==> src/rtl/bem_pkg.sv <==
package bem_pkg;

   typedef enum logic [1:0] {
      OCC_EMPTY = 2'b00,
      OCC_LONG  = 2'b01,
      OCC_SHORT = 2'b10,
      OCC_MIXED = 2'b11
   } occ_e;

   // Group bit carried by a class: the long group sets bit 0, the short group sets bit 1.
   function automatic logic [1:0] group_bits(input logic is_long);
      return is_long ? 2'b01 : 2'b10;
   endfunction

endpackage

==> src/rtl/bem_first_free.sv <==
module bem_first_free #(
   parameter int N         = 16,
   parameter bit FROM_HIGH = 1'b0,
   localparam int IDX_W    = (N > 1) ? $clog2(N) : 1
) (
   input  logic [N-1:0]     req_i,
   output logic [IDX_W-1:0] idx_o,
   output logic             found_o
);

   if (N < 2) begin : g_bad_n
      $error("bem_first_free: N must be at least 2");
   end

   always_comb begin
      idx_o   = '0;
      found_o = 1'b0;
      for (int k = 0; k < N; k++) begin
         int b;
         b = FROM_HIGH ? (N - 1 - k) : k;
         if (!found_o && req_i[b]) begin
            idx_o   = IDX_W'(b);
            found_o = 1'b1;
         end
      end
   end

   // a_r5_none_found_means_empty: when nothing is free, the index reads zero.
   always_comb begin
      if (!found_o) a_r5_idle_index : assert (idx_o == '0);
   end

endmodule

==> src/rtl/bem_bank_code.sv <==
module bem_bank_code
   import bem_pkg::*;
(
   input  logic       clk,
   input  logic       rst_n,
   input  logic       clear_i,
   input  logic       we_i,
   input  logic [1:0] grp_i,
   output logic [1:0] code_o
);

   always_ff @(posedge clk or negedge rst_n) begin
      if (!rst_n)       code_o <= OCC_EMPTY;
      else if (clear_i) code_o <= OCC_EMPTY;
      else if (we_i)    code_o <= code_o | grp_i;
   end

   // without a clear, a code keeps every bit it already had.
   a_r6_code_never_narrows : assert property (@(posedge clk) disable iff (!rst_n)
      !clear_i |=> ((code_o & $past(code_o)) == $past(code_o)));

   // clear empties the bank at the next edge.
   a_r8_clear_empties : assert property (@(posedge clk) disable iff (!rst_n)
      clear_i |=> (code_o == OCC_EMPTY));

   // with no write and no clear, the code holds.
   a_r9_hold_when_idle : assert property (@(posedge clk) disable iff (!rst_n)
      (!clear_i && !we_i) |=> $stable(code_o));

endmodule

==> src/rtl/bank_enable_mgr.sv <==
module bank_enable_mgr
   import bem_pkg::*;
#(
   parameter int NUM_BANKS = 16,
   parameter int CLASS_W   = 2,
   localparam int BANK_W   = $clog2(NUM_BANKS)
) (
   input  logic                 clk,
   input  logic                 rst_n,
   input  logic                 clear_i,
   input  logic                 ins_valid_i,
   input  logic [CLASS_W-1:0]   ins_class_i,
   input  logic [NUM_BANKS-1:0] ins_free_i,
   output logic [BANK_W-1:0]    ins_bank_o,
   output logic                 ins_full_o,
   input  logic [CLASS_W-1:0]   srch_class_i,
   output logic [NUM_BANKS-1:0] srch_en_o
);

   if (NUM_BANKS < 2) begin : g_bad_banks
      $error("bank_enable_mgr: NUM_BANKS must be at least 2");
   end
   if (CLASS_W < 1) begin : g_bad_class
      $error("bank_enable_mgr: CLASS_W must be at least 1");
   end

   logic [BANK_W-1:0] lo_idx, hi_idx;
   logic              lo_found, hi_found;
   logic              ins_is_long, pick_found;
   logic [1:0]        ins_grp, srch_grp;
   logic [1:0]        codes [NUM_BANKS];

   // Long group fills from bank 0 upward, short group from the top bank downward.
   bem_first_free #(.N(NUM_BANKS), .FROM_HIGH(1'b0)) u_pick_lo (
      .req_i   (ins_free_i),
      .idx_o   (lo_idx),
      .found_o (lo_found)
   );

   bem_first_free #(.N(NUM_BANKS), .FROM_HIGH(1'b1)) u_pick_hi (
      .req_i   (ins_free_i),
      .idx_o   (hi_idx),
      .found_o (hi_found)
   );

   assign ins_is_long = (ins_class_i == '0);
   assign ins_grp     = group_bits(ins_is_long);
   assign srch_grp    = group_bits(srch_class_i == '0);
   assign pick_found  = ins_is_long ? lo_found : hi_found;
   assign ins_bank_o  = ins_is_long ? lo_idx : hi_idx;
   assign ins_full_o  = !pick_found;

   for (genvar i = 0; i < NUM_BANKS; i++) begin : g_bank
      logic we;
      assign we = ins_valid_i && pick_found && (ins_bank_o == BANK_W'(i));

      bem_bank_code u_code (
         .clk     (clk),
         .rst_n   (rst_n),
         .clear_i (clear_i),
         .we_i    (we),
         .grp_i   (ins_grp),
         .code_o  (codes[i])
      );

      assign srch_en_o[i] = |(codes[i] & srch_grp);
   end

   // the full flag is raised only when no bank offers a free way.
   a_r5_full_only_when_none_free : assert property (@(posedge clk) disable iff (!rst_n)
      ins_full_o |-> (ins_free_i == '0));

   // the chosen bank always offers a free way.
   a_r3_pick_is_free : assert property (@(posedge clk) disable iff (!rst_n)
      !ins_full_o |-> ins_free_i[ins_bank_o]);

   // an accepted insert leaves its group bit in the chosen bank.
   a_r6_insert_marks_bank : assert property (@(posedge clk) disable iff (!rst_n)
      (ins_valid_i && !ins_full_o && !clear_i) |=>
         ((codes[$past(ins_bank_o)] & $past(ins_grp)) != 2'b00));

   // an enabled bank is never empty.
   for (genvar j = 0; j < NUM_BANKS; j++) begin : g_chk
      a_r7_no_empty_enable : assert property (@(posedge clk) disable iff (!rst_n)
         srch_en_o[j] |-> (codes[j] != OCC_EMPTY));
   end

endmodule

==> config.mk <==
export PLATFORM = sky130hd
export DESIGN_NAME = bank_enable_mgr
export DESIGN_NICKNAME = d
export VERILOG_FILES = /design/src/rtl/bem_pkg.sv /design/src/rtl/bem_first_free.sv /design/src/rtl/bem_bank_code.sv /design/src/rtl/bank_enable_mgr.sv
export SDC_FILE = /design/constraint.sdc
export NUM_CORES = 1
export LEC_CHECK = 0
export BUFFER_PORTS_ARGS = -buffer_cell sky130_fd_sc_hd__buf_2
export CORE_MARGIN = 4
export CORE_UTILIZATION = 57
export CTS_CLUSTER_DIAMETER = 80
export CTS_CLUSTER_SIZE = 24
export DETAILED_ROUTE_END_ITERATION = 16
export HOLD_SLACK_MARGIN = 0.03
export PLACE_DENSITY = 0.87
export SLEW_MARGIN = 40
export SYNTH_ARGS = -nofsm -noshare
export SYNTH_HDL_FRONTEND = slang
export SYNTH_SLANG_ARGS = --single-unit
==> constraint.sdc <==
create_clock -name clk -period 4.5 [get_ports clk]
set_clock_uncertainty 0.1 [all_clocks]
set_input_delay 0 -clock clk [delete_from_list [all_inputs] [get_ports clk]]
set_output_delay 0 -clock clk [all_outputs]
set_load 0.02 [all_outputs]
After elaboration in Yosys (flattened, before gate mapping):

Index checks and enable logic that the tools add are counted.

* input port bits: 24
* bits in registers: 32
* output and inout bits: 21

* equal/unequal tests: 15
* bitwise logic cells: 32
* reduce and logical (&&, ||, !) cells: 113
* muxes and demuxes: 99

Operators by type and width (count)
* $mux 4: 25
* $mux 2: 36
* $logic_and 1x1->1: 47
* $mux 1: 34
* $and 2x2->2: 16
* $eq 4x4->1 const B: 8
* $or 2x2->2: 16
* $reduce_bool 2->1: 16
* $reduce_or 2->1: 16
* $logic_not 1->1: 31
* $eq 4x3->1 const B: 4
* $mux 3: 4
* $eq 4x2->1 const B: 2
* $eq 4x1->1 const B: 1
* $logic_not 2->1: 2
* $logic_not 4->1: 1

Logic depth before layout (Yosys ltp):

Gate-level depths: netlist of the first run.

* depth after elaboration: 51
* depth in mapped cells: 8
* mapped depth without buffers: 7

Cells and area by module:

Synthesis of the first run repeated with hierarchy kept, for this count alone.

* cell total of the unflattened synthesis: 223
* area, all modules: 2011.9 um^2

By module, submodules not included
* bem_bank_code: seq. area each 50.0 um^2, times used 16, cells an instance 6, area each 67.6 um^2
* bank_enable_mgr: seq. area each 0.0 um^2, times used 1, cells an instance 71, area each 584.3 um^2
* bem_first_free (u_pick_lo): seq. area each 0.0 um^2, times used 1, cells an instance 30, area each 183.9 um^2
* bem_first_free (u_pick_hi): seq. area each 0.0 um^2, times used 1, cells an instance 26, area each 162.7 um^2

Worst setup path after synthesis of the first run:

No wires, ideal clock.

* path type: input to register
* start point: input ins_free_i[10]
* end point: register g_bank[0].u_code.code_o[0]
* arrival time: 1.546 ns
* buffers on the path: 1
* stages: 6
* path slack: 2.772 ns
* cells stage by stage: or4_4 -> o31ai_1 -> a2bb2oi_4 -> inv_4 -> buf_6 -> o22ai_2

* word-level cells in the longest chain between the ends: 36

Ends and longest elaborated chain
* start, declared: line bank_enable_mgr.sv:13 `input logic [NUM_BANKS-1:0] ins_free_i,`
* $logic_and 1x1->1: line bem_first_free.sv:21 `if (!found_o && req_i[b]) begin`
* $mux 1: line bem_first_free.sv:21
* $logic_not 1->1: line bem_first_free.sv:21
* $logic_and 1x1->1: line bem_first_free.sv:21
* $mux 1: line bem_first_free.sv:21
* $logic_not 1->1: line bem_first_free.sv:21
* $logic_and 1x1->1: line bem_first_free.sv:21
* $mux 1: line bem_first_free.sv:21
* (+21 left out)
* $logic_not 1->1: line bem_first_free.sv:21
* $logic_and 1x1->1: line bem_first_free.sv:21
* $mux 4: line bem_first_free.sv:21
* $mux 4 *: line bank_enable_mgr.sv:50 `assign ins_bank_o = ins_is_long ? lo_idx : hi_idx;`
* via ins_bank_o[0]: line bank_enable_mgr.sv:14 `output logic [BANK_W-1:0] ins_bank_o,`
* $logic_not 4->1 *: line bank_enable_mgr.sv:55 `assign we = ins_valid_i && pick_found && (ins_bank_o == BANK_W'(i));`
* $logic_and 1x1->1 *: line bank_enable_mgr.sv:55
* $reduce_bool 2->1 (no source line) *
* end signal, assigned: line bem_bank_code.sv:15 `else if (we_i) code_o <= code_o | grp_i;`
* end, declared: line bem_bank_code.sv:9 `output logic [1:0] code_o`

The timed path passes the listed nets; every way through them passes the cells marked *.
A chain may end at the register's enable or synchronous reset.

Worst setup path in the final report of the first run:

* start point: input ins_free_i[3]
* end point: output ins_bank_o[0]

* word-level cells in the longest chain between the ends: 39

Ends and longest elaborated chain (line)
* $logic_and 1x1->1: bem_first_free.sv:21
* $mux 1: bem_first_free.sv:21
* $logic_not 1->1: bem_first_free.sv:21
* $logic_and 1x1->1: bem_first_free.sv:21
* $mux 1: bem_first_free.sv:21
* $logic_not 1->1: bem_first_free.sv:21
* $logic_and 1x1->1: bem_first_free.sv:21
* $mux 1: bem_first_free.sv:21
* (+23 left out)
* $mux 1: bem_first_free.sv:21
* $logic_not 1->1: bem_first_free.sv:21
* $logic_and 1x1->1: bem_first_free.sv:21
* $mux 1: bem_first_free.sv:21
* $logic_not 1->1: bem_first_free.sv:21
* $logic_and 1x1->1: bem_first_free.sv:21
* $mux 4: bem_first_free.sv:21
* $mux 4 *: bank_enable_mgr.sv:50
* end, declared: bank_enable_mgr.sv:14

Mark *: on every way between the ends. The rest lies on a longest branch, timed or not.

==> load_flow_metrics.sql, run 1 <==
INSERT INTO impl_metrics (metric_group, metric, value, unit) VALUES
('detailed_routing', 'route.vias.total', '1741', ''),
('place', 'dpl.hpwl', '3050', 'µm'),
('place', 'placed_area', '2140', 'µm²'),
('worst_setup_path', 'number_of_cells_on_the_critical_path', '8', ''),
('floorplan', 'die_w', '66.0', 'µm'),
('cells_and_area', 'syn2layout_area_growth', '17.4', '%'),
('yosys', 'netlist_area', '1910', 'µm²'),
('cells_and_area', 'reg.largest.list', 'g_bank.u_code.code_o x32', ''),
('sta', 'whs', '0.0794', 'ns'),
('grt', 'grt_use_met3', '0.0595', ''),
('clock_network', 'cts_resized', '0', ''),
('pwr', 'peakVddDrop', '0.172', 'mV'),
('detailed_routing', 'drt_drc_violations_left', '0', ''),
('cells_and_area', 'largest_register_ff_count', '32', ''),
('status', 'status', 'finished, final reports clean', ''),
('detailed_routing', 'wirelength', '4220', 'µm'),
('worst_setup_path', 'cp_data_arrival_time', '2.53', 'ns'),
('detailed_routing', 'number_of_detailed_routing_iterations_run_before_antenna_repair', '4', ''),
('grt', 'globalRoute.totalOverflow', '0', ''),
('cells_and_area', 'final_area', '2250', 'µm²'),
('place', 'place.gp.congestion', '0.881', ''),
('detailed_routing', 'drt.antenna.violating_nets', '0', ''),
('yosys', 'synth_nets', '244', ''),
('sta', 'min_period', '2.63', 'ns'),
('clock_network', 'htreeDepth', '2', ''),
('clock_network', 'clock-sinks', '32', ''),
('sta', 'setup-violations-final', '0', ''),
('cells_and_area', 'share_of_post_route_cells_with_drive_strength_above_1', '0.272', ''),
('yosys', 'yosys_register_bits', '32', ''),
('floorplan', 'core_area', '3130', 'µm²'),
('clock_network', 'insertion_delay', '0.32', 'ns'),
('clock_network', 'cts_clock_pin_slew_for_the_worst_setup_and_hold_paths', '0.09', 'ns'),
('cells_and_area', 'total_number_of_nets_in_the_final_design', '292', ''),
('worst_setup_path', 'cp_slowest_stage_delay', '0.53', 'ns'),
('worst_setup_path', 'start_kind', 'primary input', ''),
('floorplan', 'io_pins', '45', ''),
('grt', 'grtUsageTotal', '0.225', ''),
('clock_network', 'clock_tree.buffer_depth', '2', ''),
('floorplan', 'floorplan.die.height', '66.0', 'µm'),
('grt', 'grt_pass1_wl', '7470', 'µm'),
('sta', 'timing.final.hold_violations', '0', ''),
('yosys', 'synth_top_area_frac', '0.418', ''),
('worst_setup_path', 'criticalPathCategory', 'primary input to output port', ''),
('pwr', 'design_power_total', '0.539', 'mW'),
('grt', 'antenna_found_initial', '0', ''),
('worst_setup_path', 'crit_path_frequent_cell', 'sky130_fd_sc_hd__buf_2', ''),
('yosys', 'portion_of_the_post_synthesis_area_used_by_sequential_elements', '0.418', ''),
('sta', 'max_slew.worst_pin.slew', '0.791', 'ns'),
('cells_and_area', 'register_ranked_first_by_flip_flop_count', 'g_bank.u_code.code_o', ''),
('worst_setup_path', 'data_required_time_at_the_worst_endpoint', '4.40', 'ns'),
('floorplan', 'floorplan.die_area', '4350', 'µm²'),
('grt', 'grt_util_met1', '0.288', ''),
('grt', 'vias_in_the_first_global_route', '1700', ''),
('clock_network', 'cts_post_setup_buffers_inserted', '0', ''),
('cells_and_area', 'fillCellCount', '269', ''),
('yosys', 'synth-warning-count', '0', ''),
('yosys', 'post_synth_num_cell_types', '39', ''),
('worst_setup_path', 'critical_path.endpoint_type', 'output port', ''),
('worst_setup_path', 'path_cells', 'dlygate4sd3_1 -> buf_2 -> nor4_4 -> nand2_2 -> o31ai_1 -> a2bb2oi_4 -> inv_4 -> buf_2', ''),
('clock_network', 'cts_tree', 'yes', ''),
('worst_setup_path', 'crit_end', 'ins_bank_o[0]', ''),
('clock_network', 'numCtsBuffers', '5', ''),
('sta', 'report.final.slew_viol_count', '0', ''),
('sta', 'layout_worst_path_cycle_share', '0.585', ''),
('flow_run', 'drv_cap', '0', ''),
('grt', 'grt_max_degree', '35', ''),
('yosys', 'yosysTopAreaCell', 'sky130_fd_sc_hd__dfrtp_1', ''),
('place', 'port-buffer-count', '44', ''),
('pwr', 'power.leakage', '0.970', 'nW'),
('yosys', 'synthesis.area_per_instance', '8.70', 'µm²'),
('worst_setup_path', 'timing.critical_path.buf_inv', '4', '');
cell usage in the layout (no fill, tap or decap), drive strengths merged, types with 2 or more instances in the layout:
cell and n:
nor3 5, nor4 5, a21oi 4, nand2 32, inv 37, a21boi 2
o32ai 4, dfrtp 32, buf 45, dlygate4sd3 6, o22ai 28, o21ai 22
or4 3, o31ai 3, nand3 3, clkinv 2, clkbuf 6, nand2b 2
nor2 14
stage by stage:
stage / setup slack (ns) / util
finish: 1.87 / 0.718
global route: 1.69 / 0.718
CTS: 1.87 / 0.718
detailed placement: 2.15 / 0.684
global placement: 2.16 / 0.684
floorplan: 2.77 / -
final cells by class:
cell class	count	area (µm²)	share of cell area
Clock inverter	1	5.00	0.00223
Multi-Input combinational cell	140	912	0.406
Timing Repair Buffer	51	288	0.128
Sequential cell	32	801	0.356
Tap cell	44	55.1	0.0245
Inverter	38	145	0.0646
Clock buffer	6	41.3	0.0184
cells by family (layout without fill, tap and decap cells):
group | count (synthesis) | after routing | synth area share
compound gates | 73 | 73 | 0.294
simple gates | 67 | 67 | 0.182
buf+inv | 48 | 96 | 0.105
flops | 32 | 32 | 0.418
worst min path at each step:
| stage | start | to | slack (ns) | cells past startpoint |
|---|---|---|---|---|
| 3_3_place_gp | rst_n | g_bank[1].u_code.code_o[1] | -0.02 | 1 |
| 3_5_place_dp | rst_n | g_bank[1].u_code.code_o[1] | -0.02 | 1 |
| 6_report | ins_class_i[0] | g_bank[8].u_code.code_o[0] | 0.08 | 6 |
| 5_1_grt | ins_class_i[0] | g_bank[11].u_code.code_o[0] | 0.09 | 6 |
| 2_1_floorplan | rst_n | g_bank[0].u_code.code_o[0] | -0.40 | 0 |
| 4_1_cts | ins_class_i[0] | g_bank[11].u_code.code_o[0] | 0.07 | 6 |
power breakdown:
group	internal (mW)	switching [mW]	total [mW]	leakage, nW
sequential	0.291	0.00105	0.292	0.445
combinational	0.0331	0.0664	0.0995	0.497
clock	0.0574	0.0907	0.148	0.0281
worst min-delay path: cells and delay by family:
family	cells	cell delay, ns
buf+inv	1	0.09
simple gates	4	0.32
compound gates	1	0.07
routing by layer:
layer,vias up,share of wire
met5,-,0
met4,0,0.029
met3,12,0.067
met2,63,0.47
met1,798,0.43
li1,868,-
(Power assumes the default switching activity.)
==> run 2: changes to the inputs <==
--- a/config.mk
+++ b/config.mk
@@ -7,12 +7,12 @@
 export LEC_CHECK = 0
 export BUFFER_PORTS_ARGS = -buffer_cell sky130_fd_sc_hd__buf_2
 export CORE_MARGIN = 4
-export CORE_UTILIZATION = 57
+export CORE_UTILIZATION = 53
 export CTS_CLUSTER_DIAMETER = 80
 export CTS_CLUSTER_SIZE = 24
 export DETAILED_ROUTE_END_ITERATION = 16
 export HOLD_SLACK_MARGIN = 0.03
-export PLACE_DENSITY = 0.87
+export PLACE_DENSITY = 0.82
 export SLEW_MARGIN = 40
 export SYNTH_ARGS = -nofsm -noshare
 export SYNTH_HDL_FRONTEND = slang
==> constraint.sdc (replaced) <==
create_clock -name clk -period 2.7 [get_ports clk]
set_clock_uncertainty 0.1 [all_clocks]
set_input_delay 0 -clock clk [delete_from_list [all_inputs] [get_ports clk]]
set_output_delay 0 -clock clk [all_outputs]
set_load 0.02 [all_outputs]
==> load_flow_metrics.sql, run 2 (synthesized netlist as in run 1, its figures left out) <==
INSERT INTO impl_metrics (metric_group, metric, value, unit) VALUES
('grt', 'vias_in_the_first_global_route', '1521', ''),
('worst_setup_path', 'critical_path_peak_fanout', '13', ''),
('worst_setup_path', 'crit_path_frequent_cell', 'sky130_fd_sc_hd__buf_2', ''),
('pwr', 'power.share.switching', '0.292', ''),
('worst_setup_path', 'r2r_start', 'g_bank[6].u_code.code_o[0]', ''),
('hold_path', 'hold-path-endpoint', 'g_bank[7].u_code.code_o[0]', ''),
('grt', 'grtUsageTotal', '0.201', ''),
('worst_setup_path', 'path_cells', 'dlygate4sd3_1 -> buf_2 -> nor4_4 -> nand2_2 -> a2111o_1 -> a22o_1 -> clkinv_1 -> buf_2', ''),
('place', 'place.gp.congestion', '0.882', ''),
('clock_network', 'hold_bufs_at_cts', '4', ''),
('clock_network', 'clock-sinks', '32', ''),
('floorplan', 'die_w', '68.1', 'µm'),
('clock_network', 'numCtsBuffers', '5', ''),
('cells_and_area', 'area_of_the_multi_input_gates', '912', 'µm²'),
('sta', 'timing.final.ws_setup', '0.338', 'ns'),
('detailed_routing', 'route.vias.total', '1757', ''),
('worst_setup_path', 'cp_slowest_cell', 'sky130_fd_sc_hd__dlygate4sd3_1', ''),
('worst_setup_path', 'rr_endpoint', 'g_bank[6].u_code.code_o[0]', ''),
('cells_and_area', 'fillCellCount', '296', ''),
('sta', 'report.final.slew_viol_count', '0', ''),
('clock_network', 'cts_post_setup_buffers_inserted', '0', ''),
('hold_path', 'hp-class', 'primary input to flip-flop', ''),
('cells_and_area', 'final_common_cell', 'sky130_fd_sc_hd__buf_2', ''),
('sta', 'setup-violations-final', '0', ''),
('worst_setup_path', 'worst_r2r_path_depth', '2', ''),
('sta', 'clock.fmax', '423', 'MHz'),
('clock_network', 'cts_root_buffer', 'sky130_fd_sc_hd__clkbuf_4', ''),
('cells_and_area', 'largest_register_ff_count', '32', ''),
('cells_and_area', 'final_cell_mix', 'sky130_fd_sc_hd__buf_2, sky130_fd_sc_hd__inv_1, sky130_fd_sc_hd__dfrtp_1, sky130_fd_sc_hd__nand2_1, sky130_fd_sc_hd__o21ai_0', ''),
('pwr', 'power.share.sequential', '0.542', ''),
('floorplan', 'placementRows', '21', ''),
('hold_path', 'whs_path_depth', '4', ''),
('place', 'placed_area', '2150', 'µm²'),
('worst_setup_path', 'criticalPathCategory', 'primary input to output port', ''),
('hold_path', 'hold_path_startpoint', 'ins_free_i[3]', ''),
('floorplan', 'floorplan.die_area', '4640', 'µm²'),
('detailed_routing', 'dr.first_iter.drc_count', '106', ''),
('grt', 'antenna_found_initial', '0', ''),
('cells_and_area', 'utilization_of_the_core_after_routing', '0.655', ''),
('detailed_routing', 'drt.antenna.violating_nets', '0', ''),
('pwr', 'design_power_total', '0.898', 'mW'),
('clock_network', 'htreeDepth', '2', ''),
('sta', 'whs', '0.0536', 'ns'),
('worst_setup_path', 'cp_slowest_stage_delay', '0.53', 'ns'),
('pwr', 'power.leakage', '0.964', 'nW'),
('floorplan', 'floorplan.die.height', '68.1', 'µm'),
('worst_setup_path', 'cp_data_arrival_time', '2.26', 'ns'),
('sta', 'max-slew-margin-rel', '0.488', ''),
('floorplan', 'floorplan.initialDensity', '0.560', ''),
('pwr', 'power_density', '401', 'nW/µm²'),
('sta', 'min_period', '2.36', 'ns'),
('sta', 'timing.final.hold_violations', '0', ''),
('sta', 'final.setup.tns', '0', 'ns'),
('grt', 'grt_pass1_wl', '7000', 'µm'),
('floorplan', 'io_pins', '45', ''),
('detailed_routing', 'drt-wirelength-per-cell', '13.5', 'µm'),
('cells_and_area', 'reg.largest.list', 'g_bank.u_code.code_o x32', ''),
('cells_and_area', 'share_of_post_route_cells_with_drive_strength_above_1', '0.277', ''),
('place', 'port-buffer-count', '44', ''),
('pwr', 'power_share_of_the_clock_group', '0.273', ''),
('sta', 'layout_worst_path_cycle_share', '0.875', ''),
('cells_and_area', 'syn2layout_area_growth', '16.9', '%'),
('flow_run', 'drv_cap', '0', ''),
('pwr', 'comb_power_share', '0.186', ''),
('worst_setup_path', 'path_delay_family', 'buffers and inverters', ''),
('detailed_routing', 'drt_drc_violations_left', '0', ''),
('pwr', 'p_int', '0.636', 'mW'),
('cells_and_area', 'antennaDiodeCount', '0', ''),
('clock_network', 'insertion_delay', '0.32', 'ns'),
('worst_setup_path', 'data_required_time_at_the_worst_endpoint', '2.60', 'ns'),
('pwr', 'peakVddDrop', '0.249', 'mV'),
('status', 'status', 'finished, final reports clean', ''),
('worst_setup_path', 'timing.critical_path.buf_inv', '4', ''),
('sta', 'setup_repair_after_global_routing_missed_its_margin', 'no', ''),
('clock_network', 'cts_resized', '0', ''),
('place', 'detailedPlace.worstSlack', '0.507', 'ns'),
('cells_and_area', 'final_cells', '313', ''),
('sta', 'max_slew.worst_pin.slew', '0.761', 'ns'),
('floorplan', 'core_area', '3420', 'µm²'),
('clock_network', 'cts_tree', 'yes', ''),
('worst_setup_path', 'start_kind', 'primary input', ''),
('clock_network', 'cts_clock_pin_slew_for_the_worst_setup_and_hold_paths', '0.09', 'ns'),
('cells_and_area', 'total_number_of_nets_in_the_final_design', '291', ''),
('place', 'dpl.hpwl', '3090', 'µm'),
('cells_and_area', 'final-seq-area', '801', 'µm²'),
('cells_and_area', 'final_area', '2240', 'µm²'),
('clock_network', 'clock_tree.buffer_depth', '2', ''),
('grt', 'globalRoute.totalOverflow', '0', ''),
('place', 'dpl.cell_count', '302', ''),
('worst_setup_path', 'critical_path.endpoint_type', 'output port', ''),
('detailed_routing', 'wirelength', '4230', 'µm'),
('worst_setup_path', 'reg2reg_setup_slack', '1.92', 'ns'),
('detailed_routing', 'avgViaCountPerCell', '5.61', ''),
('cells_and_area', 'register_ranked_first_by_flip_flop_count', 'g_bank.u_code.code_o', ''),
('detailed_routing', 'number_of_detailed_routing_iterations_run_before_antenna_repair', '4', ''),
('pwr', 'p_switching', '0.262', 'mW'),
('grt', 'grt_max_degree', '35', '');
==> run 2: cell count changes in the layout (fill, tap and decap cells not counted) <==
| cell | previous run | this run |
|---|---|---|
| sky130_fd_sc_hd__buf_4 | 1 | 2 |
| sky130_fd_sc_hd__dlygate4sd3_1 | 6 | 4 |
==> run 2: per-layer routing <==
metal	share of wire	track usage	vias to the layer above
met5	0	0	-
met4	0.014	0.0720	0
met3	0.072	0.0575	6
met2	0.46	0.294	70
met1	0.45	0.283	811
li1	-	-	870
==> run 2: worst min-delay path: cells and delay by family <==
family / cells / cell delay (ns)
simple gates: 2 / 0.21
buf+inv: 1 / 0.14
compound gates: 1 / 0.09
==> run 2: layout make-up <==
cell class                      instances  area share
Clock buffer                            6      0.0185
Clock inverter                          1     0.00224
Inverter                               38      0.0649
Multi-Input combinational cell        140       0.408
Sequential cell                        32       0.358
Tap cell                               46      0.0257
Timing Repair Buffer                   50       0.123
==> run 2: power groups by stage <==
stage / clock network (mW) / registers, mW / logic [mW]
6_report: 0.245 / 0.486 / 0.167
5_1_grt: 0.278 / 0.487 / 0.183
4_1_cts: 0.254 / 0.486 / 0.166
3_5_place_dp: 0 / 0.496 / 0.162
3_3_place_gp: 0 / 0.496 / 0.162
2_1_floorplan: 0 / 0.496 / 0.103
==> run 2: worst max-delay path by stage <==
stage | to | slack [ns] | cells past startpoint | from
after CTS | ins_bank_o[1] | 0.34 | 7 | ins_class_i[0]
after global placement | g_bank[11].u_code.code_o[0] | 0.55 | 8 | ins_free_i[7]
after floorplan | g_bank[0].u_code.code_o[0] | 0.97 | 6 | ins_free_i[10]
final | ins_bank_o[1] | 0.34 | 8 | ins_free_i[0]
after detailed placement | g_bank[15].u_code.code_o[0] | 0.51 | 8 | ins_free_i[7]
after global routing | ins_bank_o[1] | 0.13 | 7 | ins_class_i[0]
